$ cat src/rtl/xpt_pkg.sv
package xpt_pkg;

  typedef enum logic [2:0] {
    ST_IDLE,
    ST_LOW,
    ST_HIGH,
    ST_QUIET,
    ST_STROBE
  } xpt_state_e;

  // Cycles of a clock at mhz needed to cover at least ns nanoseconds.
  function automatic int unsigned ns_to_cycles(input int unsigned ns, input int unsigned mhz);
    return (ns * mhz + 999) / 1000;
  endfunction

  // Cycles in a given number of microseconds.
  function automatic int unsigned us_to_cycles(input int unsigned us, input int unsigned mhz);
    return us * mhz;
  endfunction

endpackage

$ cat src/rtl/xpt_interval.sv
module xpt_interval #(
  parameter int TW = 5
) (
  input  logic          clk,
  input  logic          rst_n,
  input  logic          restart,
  input  logic [TW-1:0] len,
  output logic          last
);

  logic [TW-1:0] cnt_q;

  always_ff @(posedge clk or negedge rst_n) begin
    if (!rst_n) begin
      cnt_q <= '0;
    end else if (restart) begin
      cnt_q <= len - 1'b1;
    end else if (cnt_q != '0) begin
      cnt_q <= cnt_q - 1'b1;
    end
  end

  assign last = (cnt_q == '0);

endmodule

$ cat src/rtl/xpt_shreg.sv
module xpt_shreg #(
  parameter int TOTAL = 256
) (
  input  logic             clk,
  input  logic             rst_n,
  input  logic             load,
  input  logic [TOTAL-1:0] map,
  input  logic             advance,
  output logic             bit_out,
  output logic             last_bit
);

  localparam int SW = $clog2(TOTAL);

  logic [TOTAL-1:0] sh_q;
  logic [SW-1:0]    left_q;

  always_ff @(posedge clk or negedge rst_n) begin
    if (!rst_n) begin
      sh_q   <= '0;
      left_q <= '0;
    end else if (load) begin
      sh_q   <= map;
      left_q <= SW'(TOTAL - 1);
    end else if (advance) begin
      sh_q <= {sh_q[TOTAL-2:0], 1'b0};
      if (left_q != '0) left_q <= left_q - 1'b1;
    end
  end

  assign bit_out  = sh_q[TOTAL-1];
  assign last_bit = (left_q == '0);

endmodule

$ cat src/rtl/xpt_loader.sv
module xpt_loader #(
  parameter int ROWS      = 16,
  parameter int COLS      = 16,
  parameter int N_DEV     = 1,
  parameter int SYS_MHZ   = 125,
  parameter int SCLK_HALF = 13
) (
  input  logic                        clk,
  input  logic                        rst_n,
  input  logic                        start,
  input  logic [N_DEV*ROWS*COLS-1:0]  cfg_map,
  output logic                        busy,
  output logic                        done,
  output logic                        sclk,
  output logic                        sdata,
  output logic                        strobe_n
);
  import xpt_pkg::*;

  localparam int TOTAL    = N_DEV * ROWS * COLS;
  localparam int MIN_HALF = int'(ns_to_cycles(100, SYS_MHZ));
  localparam int MAX_HALF = int'(us_to_cycles(25, SYS_MHZ));
  localparam int QUIET    = int'(ns_to_cycles(65, SYS_MHZ));
  localparam int STB_LEN  = int'(ns_to_cycles(65, SYS_MHZ));
  localparam int DEADLINE = int'(us_to_cycles(5000, SYS_MHZ));
  localparam int TW       = $clog2(SCLK_HALF + QUIET + STB_LEN + 1);
  localparam int CW       = $clog2(MAX_HALF + 2);
  localparam int DW       = $clog2(DEADLINE + 2);

  localparam logic [CW-1:0] MIN_HALF_C = CW'(MIN_HALF);
  localparam logic [DW-1:0] QUIET_C    = DW'(QUIET);
  localparam logic [DW-1:0] DEADLINE_C = DW'(DEADLINE);

  initial begin
    AST_HALF_RANGE: assert (SCLK_HALF >= MIN_HALF && SCLK_HALF <= MAX_HALF && TOTAL >= 2)
      else $fatal(1, "serial clock half-period %0d outside %0d..%0d", SCLK_HALF, MIN_HALF, MAX_HALF);
  end

  xpt_state_e    st_q, st_nxt;
  logic          tmr_restart, tmr_last, sh_load, sh_adv, sh_last;
  logic [TW-1:0] tmr_len;
  logic          sclk_q, stb_q, done_q;

  xpt_interval #(.TW(TW)) u_interval (
    .clk     (clk),
    .rst_n   (rst_n),
    .restart (tmr_restart),
    .len     (tmr_len),
    .last    (tmr_last)
  );

  xpt_shreg #(.TOTAL(TOTAL)) u_shreg (
    .clk      (clk),
    .rst_n    (rst_n),
    .load     (sh_load),
    .map      (cfg_map),
    .advance  (sh_adv),
    .bit_out  (sdata),
    .last_bit (sh_last)
  );

  always_comb begin
    st_nxt      = st_q;
    tmr_restart = 1'b0;
    tmr_len     = TW'(SCLK_HALF);
    sh_load     = 1'b0;
    sh_adv      = 1'b0;
    unique case (st_q)
      ST_IDLE: if (start) begin
        st_nxt = ST_LOW; tmr_restart = 1'b1; sh_load = 1'b1;
      end
      ST_LOW: if (tmr_last) begin
        st_nxt = ST_HIGH; tmr_restart = 1'b1;
      end
      ST_HIGH: if (tmr_last) begin
        sh_adv = 1'b1; tmr_restart = 1'b1;
        if (sh_last) begin
          st_nxt = ST_QUIET; tmr_len = TW'(QUIET);
        end else begin
          st_nxt = ST_LOW;
        end
      end
      ST_QUIET: if (tmr_last) begin
        st_nxt = ST_STROBE; tmr_restart = 1'b1; tmr_len = TW'(STB_LEN);
      end
      ST_STROBE: if (tmr_last) st_nxt = ST_IDLE;
      default: st_nxt = ST_IDLE;
    endcase
  end

  // Named events for the checks below.
  wire ev_sclk_rise = (st_q == ST_LOW) && (st_nxt == ST_HIGH);
  wire ev_finish    = (st_q == ST_STROBE) && (st_nxt == ST_IDLE);

  always_ff @(posedge clk or negedge rst_n) begin
    if (!rst_n) begin
      st_q   <= ST_IDLE;
      sclk_q <= 1'b0;
      stb_q  <= 1'b1;
      done_q <= 1'b0;
    end else begin
      st_q   <= st_nxt;
      sclk_q <= (st_nxt == ST_HIGH);
      stb_q  <= (st_nxt != ST_STROBE);
      done_q <= ev_finish;
    end
  end

  assign busy     = (st_q != ST_IDLE);
  assign done     = done_q;
  assign sclk     = sclk_q;
  assign strobe_n = stb_q;

  // Run-length and deadline counters used only by the assertions.
  logic [CW-1:0] hi_run_q, lo_run_q;
  logic [DW-1:0] since_rise_q;

  always_ff @(posedge clk or negedge rst_n) begin
    if (!rst_n) begin
      hi_run_q     <= '0;
      lo_run_q     <= '0;
      since_rise_q <= '0;
    end else begin
      if (sclk_q) begin
        lo_run_q <= '0;
        if (hi_run_q != '1) hi_run_q <= hi_run_q + 1'b1;
      end else begin
        hi_run_q <= '0;
        if (lo_run_q != '1) lo_run_q <= lo_run_q + 1'b1;
      end
      if (ev_sclk_rise) since_rise_q <= '0;
      else if (busy && since_rise_q != '1) since_rise_q <= since_rise_q + 1'b1;
    end
  end

  AST_START_ACCEPT: assert property (@(posedge clk) disable iff (!rst_n) (start && !busy) |=> busy);
  AST_DATA_HELD_HIGH: assert property (@(posedge clk) disable iff (!rst_n) (sclk_q && $past(sclk_q)) |-> $stable(sdata));
  AST_SCLK_HIGH_MIN: assert property (@(posedge clk) disable iff (!rst_n) $fell(sclk_q) |-> (hi_run_q >= MIN_HALF_C));
  AST_SCLK_LOW_MIN: assert property (@(posedge clk) disable iff (!rst_n) $rose(sclk_q) |-> (lo_run_q >= MIN_HALF_C));
  AST_STROBE_SCLK_LOW: assert property (@(posedge clk) disable iff (!rst_n) !strobe_n |-> !sclk_q);
  AST_STROBE_QUIET: assert property (@(posedge clk) disable iff (!rst_n) $fell(strobe_n) |-> (since_rise_q >= QUIET_C));
  AST_STROBE_DEADLINE: assert property (@(posedge clk) disable iff (!rst_n) $rose(strobe_n) |-> (since_rise_q <= DEADLINE_C));
  AST_DONE_WITH_STROBE: assert property (@(posedge clk) disable iff (!rst_n) done |-> (strobe_n && $past(!strobe_n)));
  AST_IDLE_QUIET: assert property (@(posedge clk) disable iff (!rst_n) !busy |-> (!sclk_q && strobe_n));

endmodule

$ cat config.mk
export PLATFORM = sky130hd
export DESIGN_NAME = xpt_loader
export DESIGN_NICKNAME = d
export VERILOG_FILES = /design/src/rtl/xpt_pkg.sv /design/src/rtl/xpt_interval.sv /design/src/rtl/xpt_shreg.sv /design/src/rtl/xpt_loader.sv
export SDC_FILE = /design/constraint.sdc
export NUM_CORES = 1
export LEC_CHECK = 0
export BUFFER_PORTS_ARGS = -buffer_cell sky130_fd_sc_hd__buf_2
export CAP_MARGIN = 5
export CORE_UTILIZATION = 55
export CTS_CLUSTER_DIAMETER = 120
export CTS_CLUSTER_SIZE = 30
export DETAILED_ROUTE_END_ITERATION = 6
export GPL_TIMING_DRIVEN = 0
export PLACE_DENSITY = 0.82
export SETUP_SLACK_MARGIN = 0.05
export SLEW_MARGIN = 20
export SYNTH_ARGS = -nofsm -noshare
export SYNTH_HDL_FRONTEND = slang
export SYNTH_SLANG_ARGS = --single-unit
$ cat constraint.sdc
create_clock -name clk -period 2.95 [get_ports clk]
set_input_delay 0.59 -clock clk [delete_from_list [all_inputs] [get_ports clk]]
set_output_delay 0.59 -clock clk [all_outputs]
set_load 0.01 [all_outputs]
==> impl_metrics.json, run 1 <==
{
  "status": "completed",
  "syn_area_per_cell_um2": 10.6,
  "power_density_nw_per_um2": 885,
  "coreArea_um2": 22800,
  "fin_skew_ns": 0.0327,
  "path_clk_slew_ns": 0.11,
  "area_delta_synth_final_pct": 16.9,
  "yosysTopAreaCellShare_pct": 53.1,
  "rr_startpoint": "st_q[1]$_DFF_PN0_",
  "dpl.hpwl_um": 21400,
  "routedWlPerCell_um": 16.3,
  "cp-start-kind": "flip-flop",
  "first_iter_violations": 657,
  "ant_nets": 0,
  "die_area_um2": 24100,
  "async_flop_share_pct": 100,
  "drive_gt1_share_pct": 22.6,
  "worstSetupPathType": "reg2reg",
  "numCtsBuffers": 13,
  "drv_slew": 0,
  "critPathArrivalTime_ns": 2.81,
  "grt.overflow.total": 0,
  "p_leak_nw": 8.39,
  "multi_input_area_um2": 5350,
  "placementRows": 55,
  "die_w_um": 155,
  "endpoint_kind": "flip-flop",
  "grt_pass1_vias": 9870,
  "syn_area_um2": 12900,
  "grt_pass1_wl_um": 48600,
  "ys_seq_elements": 275,
  "antenna_found_initial": 5,
  "dieHeight_um": 155,
  "viasPerCell": 5.46,
  "synth_top_cells_by_area": "dfrtp_1 (53%), mux2i_1 (20%), nand2_1 (7.5%)",
  "worstSkewPairLatency_ns": 0.49,
  "wirelength_um": 29600,
  "hold_violations": 0,
  "final-setup-viol-count": 0,
  "rrSetupSlack_ns": 0.50,
  "initial_core_util_pct": 56.5,
  "ff2ff_path_depth": 10,
  "numPortBuffers": 263,
  "hp-class": "in2reg",
  "fin_crit_sh_pct": 83.1,
  "htreeDepth": 1,
  "whs_ns": 0.349,
  "slew_headroom_pct": 56.6,
  "drt_pre_antenna_iters": 5,
  "cts.sinks": 275,
  "worstPathMaxFanout": 10,
  "num_vias": 9922,
  "r2r_end": "u_interval.cnt_q[4]$_DFFE_PN0P_",
  "clock.fmax_mhz": 408,
  "fin_util_pct": 66.1,
  "irDropWorstVdd_uv": 610,
  "cts_root_buffer": "clkbuf_16",
  "gp_congestion": 0.795,
  "maxCapViolCount": 0,
  "io_pins": 264,
  "num-fill-cells": 1833,
  "clockBufferDepth": 3,
  "period_minus_slack_ns": 2.45,
  "synth-main-ff-cell": "dfrtp_1",
  "synth.distinct_cells": 42,
  "synth_edf_count": 0,
  "drc": 0,
  "synth.largest_area_cell": "dfrtp_1",
  "cts_resized": 0,
  "yosysSeqAreaShare_pct": 53.3,
  "grt_max_degree": 88,
  "grt_usage_pct": 24.9,
  "cts_tree": "yes",
  "dp_slack_ns": 0.425,
  "rsz0062_at_grt": "false",
  "required_ns": 3.31,
  "p_total_w": 0.0134,
  "setup_ws_ns": 0.499,
  "nets": 1763,
  "synth_most_common_cell": "dfrtp_1",
  "worstMarginPinSlew_ns": 0.642,
  "cp-endpoint": "u_interval.cnt_q[4]$_DFFE_PN0P_",
  "cp-startpoint": "st_q[1]$_DFF_PN0_",
  "ff_latch_area_um2": 6880,
  "final_cells": 1818,
  "placedCellCount": 1798,
  "synth_warnings": 0,
  "yosys-top-cells-count": "dfrtp_1 (274), mux2i_1 (258), nand2_1 (258), o21ai_1 (179), o21ai_0 (81)",
  "synth_nets": 1481,
  "synthCells": 1219
}
[metrics by stage]
| stage | area (um^2) | TNS (ns) |
|---|---|---|
| after floorplan | 12900 | 0 |
| after global placement | 14600 | -1029.02 |
| after CTS | 15100 | 0 |
| final | 15100 | 0 |
| after global routing | 15100 | 0 |
| after detailed placement | 14700 | 0 |
[state kept, by name, summed over array words and instances (netlist names)]
signal            flops
done                  1
sclk                  1
st_q                  3
strobe_n              1
u_interval.cnt_q      5
u_shreg.left_q        8
u_shreg.sh_q        256
[worst min path at each step]
stage / startpoint / endpoint / slack, ns / depth (start not counted)
finish: cfg_map[0] / u_shreg.sh_q[0]$_DFFE_PN0P_ / 0.35 / 2
global route: cfg_map[0] / u_shreg.sh_q[0]$_DFFE_PN0P_ / 0.32 / 2
CTS: cfg_map[0] / u_shreg.sh_q[0]$_DFFE_PN0P_ / 0.32 / 2
detailed placement: u_shreg.sh_q[244]$_DFFE_PN0P_ / u_shreg.sh_q[244]$_DFFE_PN0P_ / 0.47 / 2
global placement: u_shreg.sh_q[255]$_DFFE_PN0P_ / u_shreg.sh_q[255]$_DFFE_PN0P_ / 0.46 / 2
floorplan: rst_n / done$_DFF_PN0_ / 0.29 / 0
[placed cells by master (no fill, tap or decap), types with 2 or more instances in the layout]
cell / synthesis / routed
a21oi_1: 5 / 5
a31oi_1: 2 / 2
and2_0: 2 / 2
and3_1: 3 / 3
buf_16: 0 / 3
buf_2: 4 / 266
buf_4: 17 / 17
buf_6: 33 / 33
clkbuf_1: 37 / 40
clkbuf_16: 0 / 13
dfrtp_1: 274 / 274
diode_2: 0 / 2
ha_1: 3 / 3
inv_1: 5 / 5
mux2i_1: 258 / 258
nand2_1: 258 / 258
nand3_1: 9 / 9
nand3b_1: 2 / 2
nor2_1: 14 / 14
nor3_1: 3 / 3
nor4_1: 2 / 2
o21ai_0: 81 / 81
o21ai_1: 179 / 179
o31ai_1: 4 / 4
or4_1: 4 / 4
[report_power, final]
group / switching, W / internal, W
clock: 0.00121 / 0.000839
sequential: 0.000946 / 0.00544
combinational: 0.00269 / 0.00224
[metal layers]
layer / vias to the layer above / global-route usage (%) / part of all wire [%]
met3: 49 / 3.87 / 5.1
li1: 4771 / - / -
met5: - / 0 / 0.078
met2: 266 / 42.3 / 48
met4: 4 / 5.93 / 2.1
met1: 4832 / 33.6 / 45
[final cells by class]
class                      instances  area share (%)
antenna                            2          0.0332
multi-input combinational        848            35.5
tap                              313            2.59
buffer                            91            4.36
sequential                       275            45.6
clock buffer                      16            2.23
timing repair buffer             267            9.40
clock inverter                     1           0.199
inverter                           5           0.124
[cell families (layout without fill, tap and decap cells)]
logic type	count (synthesis)	count (layout)	synth area share [%]
adder cells (fa/ha/maj)	3	3	0.291
buffers and inverters	96	380	5.24
flip-flops	275	275	53.3
AO/OA/AOI/OAI	279	279	11.2
other	0	2	0
multiplexers	258	258	20.0
AND/OR/NAND/NOR	308	308	9.92
[worst max-delay path, cell delays in order, from the launching register on]
cell and delay, ns:
dfrtp_1 0.40, buf_6 0.14, or4b_1 0.50, buf_2 0.18, clkbuf_1 0.27, nand2_1 0.15
ha_1 0.19, nor3b_1 0.25, nor2_1 0.06, a21oi_1 0.12, nor2_1 0.06
[what timing repair did]
action / CTS / global route
buffers inserted: 0 / 0
endpoints found under the setup margin: 0 / 0
endpoints found under the hold margin: 27 / 0
hold buffers: 1 / 0
No activity file was read; power rests on OpenSTA's default activity.
==> run 2: changes to the inputs <==
Clock period 2.95 ns to 2.5 ns, I/O delays scaled along.
==> run 2 against run 1 <==
Net effect: clock-buffer cell count is the same; first-iteration DRC count grew 9.7%; cell area grew 0.12%; clock skew grew 0.0024 ns; power grew 18%; critical path depth shrank 2; final cell count grew 0.11%; die area is the same; setup slack lost 0.38 ns; via count is essentially flat; register-to-register slack lost 0.38 ns; critical path type unchanged; critical endpoint is now u_shreg.sh_q[212]$_DFFE_PN0P_; highest routed layer unchanged.
==> impl_metrics.json, run 2 (synthesis results as in run 1) <==
{
  "status": "completed",
  "grt_max_degree": 88,
  "critPathArrivalTime_ns": 2.70,
  "viasPerCell": 5.45,
  "irDropWorstVdd_uv": 719,
  "hold_violations": 0,
  "initial_core_util_pct": 56.5,
  "nets": 1763,
  "reg_top3": "u_shreg.sh_q x256, u_shreg.left_q x8, u_interval.cnt_q x5",
  "cts_tree": "yes",
  "regMostFlops": "u_shreg.sh_q",
  "ant_nets": 0,
  "drt_pre_antenna_iters": 5,
  "final-setup-viol-count": 0,
  "fin_skew_ns": 0.0352,
  "worstSetupPathType": "reg2reg",
  "fin_area_um2": 15100,
  "drc": 0,
  "largest_register_ffs": 256,
  "dieHeight_um": 155,
  "worstPathMaxFanout": 10,
  "worstSkewPairLatency_ns": 0.49,
  "power_density_nw_per_um2": 1040,
  "grt_pass1_wl_um": 48600,
  "clock.fmax_mhz": 419,
  "io_pins": 264,
  "slew_headroom_pct": 59.7,
  "final.setup.tns_ns": 0,
  "p_leak_nw": 8.40,
  "placementRows": 55,
  "numCtsBuffers": 13,
  "grt.overflow.total": 0,
  "grt_usage_pct": 24.9,
  "rsz0062_at_grt": "true",
  "whs_ns": 0.255,
  "grt_pass1_vias": 9870,
  "cts.sinks": 275,
  "num_vias": 9915,
  "cts_setup_buffers": 0,
  "layout_common_cells": "dfrtp_1 (274), buf_2 (266), nand2_1 (258), mux2i_1 (258), o21ai_1 (179)",
  "worstMarginPinSlew_ns": 0.602,
  "die_area_um2": 24100,
  "numPortBuffers": 263,
  "antenna_found_initial": 5,
  "holdPathStages": 2,
  "period_minus_slack_ns": 2.38,
  "path_clk_slew_ns": 0.11,
  "endpoint_kind": "flip-flop",
  "first_iter_violations": 721,
  "wirelength_um": 29700,
  "clockBufferDepth": 3,
  "routedWlPerCell_um": 16.3,
  "drv_slew": 0,
  "required_ns": 2.81,
  "ff2ff_path_depth": 8,
  "cts_root_buffer": "clkbuf_16",
  "place_area_um2": 14700,
  "area_delta_synth_final_pct": 17.0,
  "fin_crit_sh_pct": 95.4,
  "hp-class": "in2reg",
  "maxCapViolCount": 0,
  "dpl.hpwl_um": 21400,
  "coreArea_um2": 22800,
  "die_w_um": 155,
  "gp_congestion": 0.795,
  "drive_gt1_share_pct": 22.8,
  "final_common_cell": "dfrtp_1",
  "cp-start-kind": "flip-flop",
  "htreeDepth": 1
}
run 2: changes by cell type in the layout (fill, tap and decap cells not counted):
cell / delta
clkbuf_1: -1
clkbuf_2: +1
diode_2: +2
nor3b_1: -1
nor3b_2: +1
o41ai_1: -1
o41ai_2: +1
run 2: timing repair:
action / in CTS / in global routing
setup endpoints to repair: 0 / 5
endpoints found under the hold margin: 49 / 0
resized for setup: 0 / 4
hold buffers: 1 / 0
run 2: final timing paths:
check | start | slack (ns) | end
worst max-delay path | st_q[2]$_DFF_PN0_ | 0.12 | u_shreg.sh_q[212]$_DFFE_PN0P_
worst min-delay path | cfg_map[0] | 0.25 | u_shreg.sh_q[0]$_DFFE_PN0P_
worst max register to register | st_q[2]$_DFF_PN0_ | 0.12 | u_shreg.sh_q[212]$_DFFE_PN0P_
worst min register to register | u_shreg.sh_q[244]$_DFFE_PN0P_ | 0.49 | u_shreg.sh_q[244]$_DFFE_PN0P_
max in group asynchronous | rst_n | 0.86 | u_shreg.sh_q[211]$_DFFE_PN0P_
min in group asynchronous | rst_n | 0.51 | u_shreg.sh_q[18]$_DFFE_PN0P_
run 2: metrics by stage:
| step | setup WS (ns) | instances | power [W] | util [%] |
|---|---|---|---|---|
| 4_1_cts | 0.0502 | 1816 | 0.0159 | 66.0 |
| 2_1_floorplan | 0.341 | 1219 | 0.0118 | - |
| 5_1_grt | -0.0163 | 1818 | 0.0170 | 66.1 |
| 6_report | 0.116 | 1820 | 0.0158 | 66.1 |
| 3_3_place_gp | -4.13 | 1795 | 0.0131 | 64.0 |
| 3_5_place_dp | 0.0647 | 1798 | 0.0135 | 64.4 |
run 2: layout make-up:
cell class              count  area, um^2
well taps                 313         392
plain buffers              91         659
diodes                      4        10.0
repair buffers            267        1420
multi-input cells         848        5360
flip-flops and latches    275        6880
clock buffers              16         337
clock inverters             1        30.0
inverters                   5        18.8
fillers                  1831        7730
run 2: per-layer routing:
layer  share of wire (%)  vias to the layer above  global-route usage [%]  routed length [um]
met5               0.078                        -                       0                  23
met4                 2.2                        4                    5.93                 651
met3                 5.8                       50                    3.87                1710
met2                  48                      276                    42.3               14100
met1                  44                     4807                    33.6               13200
li1                    -                     4778                       -                   -
run 2: power by group:
group          total (W)  internal [W]  switching, W
Clock            0.00242      0.000990       0.00143
Sequential       0.00754       0.00642       0.00112
Combinational    0.00581       0.00264       0.00317
Total             0.0158        0.0101       0.00572
run 2: critical path: stages (launching register included):
cell and delay, ns:
dfrtp_1 0.39, buf_2 0.18, nor4b_4 0.54, a31oi_4 0.16, buf_6 0.23, buf_6 0.16, clkbuf_1 0.24, nand2_1 0.16
o21ai_0 0.12
==> run 3: changes to the inputs <==
Settings changed: BUFFER_PORTS_ARGS -buffer_cell sky130_fd_sc_hd__buf_2 to default, DONT_BUFFER_PORTS from default to 1, GPL_TIMING_DRIVEN 0 to default, PLACE_DENSITY 0.82 to 0.72.
==> run 3 against run 2 <==
Net effect: the flow now finishes with violations (negative hold slack); clock skew up 0.0032 ns; clock power fell by 3%; highest routed layer is now met4; sequential cell count did not move; non-clock buffer count is 338 lower; setup slack better by 0.11 ns.
==> impl_metrics.json, run 3 (synthesis results as in run 1) <==
{
  "status": "finished with violations",
  "failed_checks": "negative hold slack",
  "irDropWorstVdd_uv": 770,
  "final_common_cell": "dfrtp_1",
  "nets": 1425,
  "dieHeight_um": 155,
  "final.setup.tns_ns": 0,
  "grt_usage_pct": 20.0,
  "fin_crit_sh_pct": 91.2,
  "fin_area_um2": 13200,
  "endpoint_kind": "flip-flop",
  "io_pins": 264,
  "wirelength_um": 24500,
  "pwr-share-clk_pct": 15.9,
  "die_area_um2": 24100,
  "largest_register_ffs": 256,
  "worstSetupPathType": "reg2reg",
  "numCtsBuffers": 13,
  "clockBufferDepth": 3,
  "seq_power_share_pct": 50.9,
  "whs_ns": -0.305,
  "layout_common_cells": "dfrtp_1 (274), nand2_1 (258), mux2i_1 (258), o21ai_1 (179), o21ai_0 (81)",
  "power_density_nw_per_um2": 1120,
  "worstPathMaxFanout": 6,
  "die_w_um": 155,
  "final-setup-viol-count": 0,
  "reg_top3": "u_shreg.sh_q x256, u_shreg.left_q x8, u_interval.cnt_q x5",
  "crit_slowest_cell": "or4_1",
  "place_area_um2": 12900,
  "cpPeakStageDelay_ns": 0.55,
  "slew_headroom_pct": 43.5,
  "required_ns": 2.86,
  "regMostFlops": "u_shreg.sh_q",
  "hp-class": "in2async",
  "p_int_w": 0.00962,
  "worstSkewPairLatency_ns": 0.49,
  "p_total_w": 0.0148,
  "gp_congestion": 0.792,
  "rsz0062_at_grt": "false",
  "hold_violations": 274,
  "grt_max_degree": 276,
  "worstMarginPinSlew_ns": 0.847,
  "dpl.hpwl_um": 16600,
  "drt_pre_antenna_iters": 4,
  "p_leak_nw": 7.12,
  "cts_root_buffer": "clkbuf_16",
  "antenna_cells": 0,
  "drc": 0,
  "worst-path-buf-inv": 0,
  "path_delay_family": "simple AND/OR/NAND/NOR gates",
  "ant_nets": 0,
  "comb_power_share_pct": 33.2,
  "drive_gt1_share_pct": 3.53,
  "cp-start-kind": "flip-flop",
  "grt_pass1_wl_um": 39200,
  "area_delta_synth_final_pct": 2.56,
  "period_minus_slack_ns": 2.28,
  "swShare_pct": 35.1,
  "first_iter_violations": 590,
  "num_vias": 8101,
  "path_clk_slew_ns": 0.11,
  "critPathArrivalTime_ns": 2.63,
  "fin_skew_ns": 0.0384,
  "antenna_found_initial": 0,
  "grt_pass1_vias": 7569,
  "cts_setup_buffers": 0,
  "power.switching_w": 0.00520,
  "path_depth": 7,
  "viasPerCell": 5.49,
  "cts.sinks": 275,
  "cts_tree": "yes",
  "drv_slew": 0,
  "htreeDepth": 1,
  "clock.fmax_mhz": 439,
  "ff2ff_path_depth": 7,
  "initial_core_util_pct": 56.5,
  "grt.overflow.total": 0,
  "placementRows": 55,
  "cpMostUsedCell": "nor2_1",
  "crit_chain": "or4_1, o41ai_1, nor2_1, ha_1, nor3b_1, a21oi_1, nor2_1",
  "coreArea_um2": 22800,
  "fin_util_pct": 58.0,
  "numPortBuffers": 0,
  "routedWlPerCell_um": 16.6,
  "maxCapViolCount": 0
}
[run 3: final cells by class]
class	instances	area, um^2
clock buffer	13	325
multi-input combinational	848	5360
tap	313	392
timing repair buffer	20	238
inverter	5	18.8
sequential	275	6880
fill	2005	9610
clock inverter	1	30.0
[run 3: worst paths after layout]
check                      slack [ns]                         endpoint                             from
max                              0.22  u_interval.cnt_q[4]$_DFFE_PN0P_  u_interval.cnt_q[2]$_DFFE_PN0P_
max reg2reg                      0.22  u_interval.cnt_q[4]$_DFFE_PN0P_  u_interval.cnt_q[2]$_DFFE_PN0P_
min in group clk                 0.16      u_shreg.sh_q[0]$_DFFE_PN0P_                       cfg_map[0]
min                             -0.31     u_shreg.sh_q[18]$_DFFE_PN0P_                            rst_n
min reg2reg                      0.49    u_shreg.sh_q[236]$_DFFE_PN0P_    u_shreg.sh_q[236]$_DFFE_PN0P_
max in group asynchronous        2.42    u_shreg.left_q[3]$_DFFE_PN0P_                            rst_n
[run 3: stage by stage]
step	setup slack, ns	std cells	hold slack, ns
after global routing	0.0810	1475	-0.337
final	0.221	1475	-0.305
after global placement	0.324	1461	0.214
after floorplan	0.341	1219	0.204
after CTS	0.247	1475	-0.323
after detailed placement	0.263	1461	0.214
[run 3: per-layer routing]
layer | part of all wire, % | up-vias | wire (um) | global-route usage, %
met1 | 46 | 3810 | 11300 | 28.4
met2 | 45 | 180 | 11100 | 30.9
met3 | 6.1 | 30 | 1490 | 4.71
met4 | 2.7 | 0 | 672 | 5.60
met5 | 0 | - | 0 | 0
li1 | - | 4081 | - | -
[run 3: repair_timing]
action | in CTS | in global routing
gates resized for setup | 0 | 0
hold endpoints to repair | 275 | 275
endpoints found under the setup margin | 0 | 0
[run 3: power by group through the flow]
stage / logic (W) / registers [W] / clock network, W
after floorplan: 0.00452 / 0.00730 / 0
after global placement: 0.00478 / 0.00757 / 0
after detailed placement: 0.00503 / 0.00762 / 0
after CTS: 0.00500 / 0.00755 / 0.00245
after global routing: 0.00566 / 0.00779 / 0.00258
final: 0.00492 / 0.00755 / 0.00235
